## config.mk

```make
export PLATFORM = sky130hd
export DESIGN_NAME = fpu_flag_unit
export DESIGN_NICKNAME = d
export VERILOG_FILES = /design/src/rtl/fpu_flag_unit.sv
export SDC_FILE = /design/constraint.sdc
export NUM_CORES = 1
export LEC_CHECK = 0
export ABC_CLOCK_PERIOD_IN_PS = 2500
export BUFFER_PORTS_ARGS = -buffer_cell sky130_fd_sc_hd__clkbuf_2
export CORE_MARGIN = 5
export CORE_UTILIZATION = 51
export DETAILED_ROUTE_END_ITERATION = 12
export PLACE_DENSITY = 0.9
export SLEW_MARGIN = 20
export SYNTH_ARGS = -nofsm -noshare
export SYNTH_HDL_FRONTEND = slang
export SYNTH_SLANG_ARGS = --single-unit
```

## constraint.sdc

```tcl
create_clock -name clk -period 2.5 [get_ports clk]
set_input_delay 0.5 -clock clk [delete_from_list [all_inputs] [get_ports clk]]
set_output_delay 0.5 -clock clk [all_outputs]
set_load 0.005 [all_outputs]
```

## src/rtl/fpu_flag_unit.sv

```systemverilog
module fpu_flag_unit (
  input  logic        clk,
  input  logic        rst_n,
  input  logic        op_done,
  input  logic [7:0]  op_exc,
  input  logic        op_neg,
  input  logic        op_zero,
  input  logic        op_inf,
  input  logic        op_nan,
  input  logic        reg_wr,
  input  logic        reg_sel,
  input  logic [31:0] reg_wdata,
  output logic [31:0] reg_rdata,
  input  logic        trap_ack,
  output logic        trap_req,
  output logic [7:0]  mode_ctrl
);

  logic [7:0] en_q, mode_q, exc_q, acc_q, quo_q;
  logic [3:0] cc_q;
  logic       ctl_wr, sts_wr, trap_hit;

  assign ctl_wr   = reg_wr & ~reg_sel;
  assign sts_wr   = reg_wr &  reg_sel;
  assign trap_hit = op_done & (|(op_exc & en_q));

  always_ff @(posedge clk) begin
    if (!rst_n) begin
      en_q   <= 8'h00;
      mode_q <= 8'h00;
    end else if (ctl_wr) begin
      en_q   <= reg_wdata[15:8];
      mode_q <= reg_wdata[7:0];
    end
  end

  always_ff @(posedge clk) begin
    if (!rst_n) begin
      cc_q  <= 4'h0;
      quo_q <= 8'h00;
      acc_q <= 8'h00;
      exc_q <= 8'h00;
    end else if (sts_wr) begin
      cc_q  <= reg_wdata[27:24];
      quo_q <= reg_wdata[23:16];
      acc_q <= reg_wdata[15:8];
      exc_q <= reg_wdata[7:0];
    end else if (op_done) begin
      cc_q  <= {op_neg, op_zero, op_inf, op_nan};
      acc_q <= acc_q | op_exc;
      exc_q <= op_exc;
    end
  end

  always_ff @(posedge clk) begin
    if (!rst_n)        trap_req <= 1'b0;
    else if (trap_hit) trap_req <= 1'b1;
    else if (trap_ack) trap_req <= 1'b0;
  end

  assign reg_rdata = reg_sel ? {4'h0, cc_q, quo_q, acc_q, exc_q}
                             : {16'h0000, en_q, mode_q};
  assign mode_ctrl = mode_q;

endmodule

```

* Word level (Yosys, flattened, before mapping)
Index checks and enable logic that the tools add are counted.
** Storage, ports and cells
- Register bits :: 45
- Input bits :: 50
- Output and inout port bits :: 41
- Logic and storage cells :: 25
** Operators by class
- Muxes and demuxes :: 9
- Bitwise logic cells :: 6
- Reductions and logical operators :: 3
** Operators by type and width (count)
- $mux W8 :: 4
- $mux W28 :: 1
- $and A8 B8 Y8 :: 1
- $mux W4 :: 2
- $or A8 B8 Y8 :: 1
- $reduce_or A8 Y1 :: 1
- $reduce_bool A2 Y1 :: 2
- $and A1 B1 Y1 :: 3
- $mux W1 :: 2
- $not A1 Y1 :: 1

* Logic depth before layout (Yosys ltp)
- Depth in word-level cells :: 4
- Mapped depth :: 5
- Depth with buffers taken out :: 3

* Worst setup path before layout
Ideal clock, no wire load.
- Kind :: input to output
- Start point :: input port reg_sel
- End point :: output port reg_rdata[10]
- Arrival :: 1118 ps
- Data required time :: 2000 ps
- Setup slack :: 882 ps
- Stages on the path :: 3
- Buffers on the path :: 2
- Path through :: buf_4 > buf_6 > mux2_2
** Between the ends
- Cells in the longest elaborated chain, start to end :: 1
** RTL lines
- start, declared :: line 11 : input logic reg_sel,
- $mux W28 :: line 61 : assign reg_rdata = reg_sel ? {4'h0, cc_q, quo_q, acc_q, exc_q}
- end, declared :: line 13 : output logic [31:0] reg_rdata,
No other way between the ends.

* Final worst setup path
- Start point :: input port reg_sel
- End point :: output port reg_rdata[14]
The elaborated chain is that of the path after synthesis.

==> impl_results.md <==
- Initial antenna violation count: 0
- Largest net degree at the start of global routing: 47
- Number of synthesized flops with an enable pin: 0
- Clock power share: 34.7%
- Largest cells by area after synthesis: dfxtp_1 42%, nand2_1 9.3%, mux2_2 8.5%, a21oi_1 5.6%, mux2i_1 5.6%
- Crit path capture type: output port
- First-pass GRT wire length: 8170 um
- CTS resizes: 0
- Initial cell density of the core: 52.8%
- Max Clock Freq: 0.485 GHz
- Via count: 1923
- CTS Sinks: 45
- Critical Path AT: 1.56 ns
- Worst slew margin: 48.7%
- Drc violations: 0
- All-Layer GR Usage: 19.0%
- Synth Cell Area: 0.00213 mm^2
- Critical R2R Launch: en_q[5]
- Port Buf Inserts: 82
- Starting DRT DRC Count: 101
- Seq cells post-synth: 45
- Sw Pwr: 0.386 mW
- Routed len/inst: 14.1 um
- Post-Route WL: 5130 um
- Part of the Yosys area used for sequential elements: 42.3%
- Avg Inst Size Synth: 8.83 um^2
- Worst setup SP type: input port
- CP startpoint: reg_sel
- Hold Crit Class: input port to flop
- Slew @ Worst Pin: 0.769 ns
- Final net count: 363
- Routed vias/inst: 5.28
- Area of the core: 0.00403 mm^2
- Min Hold Slack: 0.425 ns
- Number of global-route vias before repair: 1854
- Post-synthesis cell type count: 21
- Endpoints failing hold: 0
- Ant diodes: 0
- Synth top area share: 42.3%
- Most frequent cells after synthesis: 53 x nand2_1, 45 x dfxtp_1, 24 x a21oi_1, 16 x mux2_2, 16 x o21ai_0
- Fraction of power consumed by combinational cells: 15.3%
- Clock Skew: 0.00724 ns
- Min-delay src: reg_wdata[21]
- Synth Warn #: 0
- Hold Buf Count CTS: 0
- Die Width: 74.6 um
- Top_reg_cell synth: dfxtp_1
- Cell accounting for the most synthesized area: dfxtp_1
- Layout cell share with drive strength beyond 1: 34.7%
- Sw frac: 24.6%
- Sequential power share: 50.1%
- GRT Residual Overflow: 0
- Total CTS buffers: 5
- Antenna Nets Post-Route: 0
- GPL Wtd Cong: 0.763
- Site Rows: 23
- Crit path time final: 2.06 ns
- CP required: 2.00 ns
- Post-CTS Setup Inserts: 0
- Crit path kind: input port to output port
- Status: finished clean
- Number of setup violations in the final report: 0
- Unrepaired setup endpoints after global routing: no
- Clock Tree Buf Depth: 2
- CTS H-tree depth: 2
- Worst vdd ir: 342 uV
- CTS tree: done
- DIE AREA: 0.00557 mm^2
- Top-count cell post-synth: nand2_1
- Latest clock arrival within the worst-skew pair: 0.29 ns
- Final period util: 82.5%
- Area growth from synthesis to layout: 22.0%
- Die height: 74.6 um
- Worst-path clk slew: 0.08 ns
- Critical path fanouts, max: 32
- P_int: 1.18 mW
- LEAKAGE: 1.24 nW
- Setup TNS: 0 ns
- Max Cap Viol: 0
- Final Slew Violations: 0
- Fraction of registers with async set/reset: 0%
- Power per cell area: 603 mW/mm^2
- Dpl hpwl: 3620 um
- Root buf cell: clkbuf_8
- Drt pass-1 iters: 4
- Syn Inst Count: 241
- # IOs: 91
-- sequential cells by signal (all words and copies together), names as in the netlist --
signal     flops
exc_q          8
en_q           8
mode_ctrl      8
acc_q          8
trap_req       1
cc_q           4
quo_q          8
-- worst paths after layout --
kind                   endpoint  slack, ns  cells after the start
hold reg to reg        quo_q[5]       0.45                      2
setup / recovery  reg_rdata[14]       0.44                      3
setup reg to reg       trap_req       1.43                      3
hold / removal         quo_q[5]       0.43                      3
-- placed cells by master, fill, tap and decap left out, types with 5 or more instances in the layout --
cell type / n
clkbuf_2: 82
nand2_1: 53
dfxtp_1: 45
a21oi_1: 24
mux2_2: 16
o21ai_0: 16
and2_1: 13
a21boi_1: 12
mux2i_1: 12
a21boi_0: 12
clkbuf_8: 5
-- kinds of logic (layout without fill, tap and decap cells) --
logic type / Yosys count / in the layout / share of synthesized area, %
buffers and inverters: 24 / 94 / 7.41
and+or+nand+nor: 70 / 70 / 14.3
DFF: 45 / 45 / 42.3
other: 1 / 4 / 0.176
AOI/OAI and AO/OA: 73 / 73 / 21.6
muxes: 28 / 28 / 14.1
-- layout make-up --
type                            instances  area, um^2
Fill cell                             359        1430
Timing Repair Buffer                   86         440
Sequential cell                        45         901
Clock buffer                            6        72.6
Clock inverter                          2        38.8
Multi-Input combinational cell        175        1080
Tap cell                               50        62.6
-- worst max-delay path, stage by stage --
cell and delay (ns):
clkbuf_2 0.51, mux2_2 0.42, clkbuf_2 0.11
-- routing by layer --
| metal | wire length [um] | share of wire [%] | GRT usage, % |
|---|---|---|---|
| met1 | 2220 | 43 | 23.1 |
| met2 | 2470 | 48 | 33.1 |
| met3 | 367 | 7.1 | 3.92 |
| met4 | 76 | 1.5 | 6.92 |
| met5 | 0 | 0 | 0 |
-- per-stage QoR --
| stage | cells | utilization, % | power, mW | instance area, um^2 | worst slack, ns |
|---|---|---|---|---|---|
| after floorplan | 244 | - | 0.950 | 2140 | 0.882 |
| after global placement | 356 | 61.7 | 1.03 | 2480 | 0.411 |
| after detailed placement | 356 | 61.7 | 1.04 | 2480 | 0.411 |
| after CTS | 364 | 64.4 | 1.59 | 2600 | 0.404 |
| after global routing | 364 | 64.4 | 1.64 | 2600 | 0.366 |
| final | 364 | 64.4 | 1.57 | 2600 | 0.438 |
-- power groups by stage --
stage | clock [mW] | sequential (mW) | combinational, mW
2_1_floorplan | 0 | 0.797 | 0.154
3_3_place_gp | 0 | 0.799 | 0.236
3_5_place_dp | 0 | 0.802 | 0.242
4_1_cts | 0.562 | 0.785 | 0.242
5_1_grt | 0.583 | 0.791 | 0.268
6_report | 0.543 | 0.785 | 0.239
(Power assumes the default switching activity.)
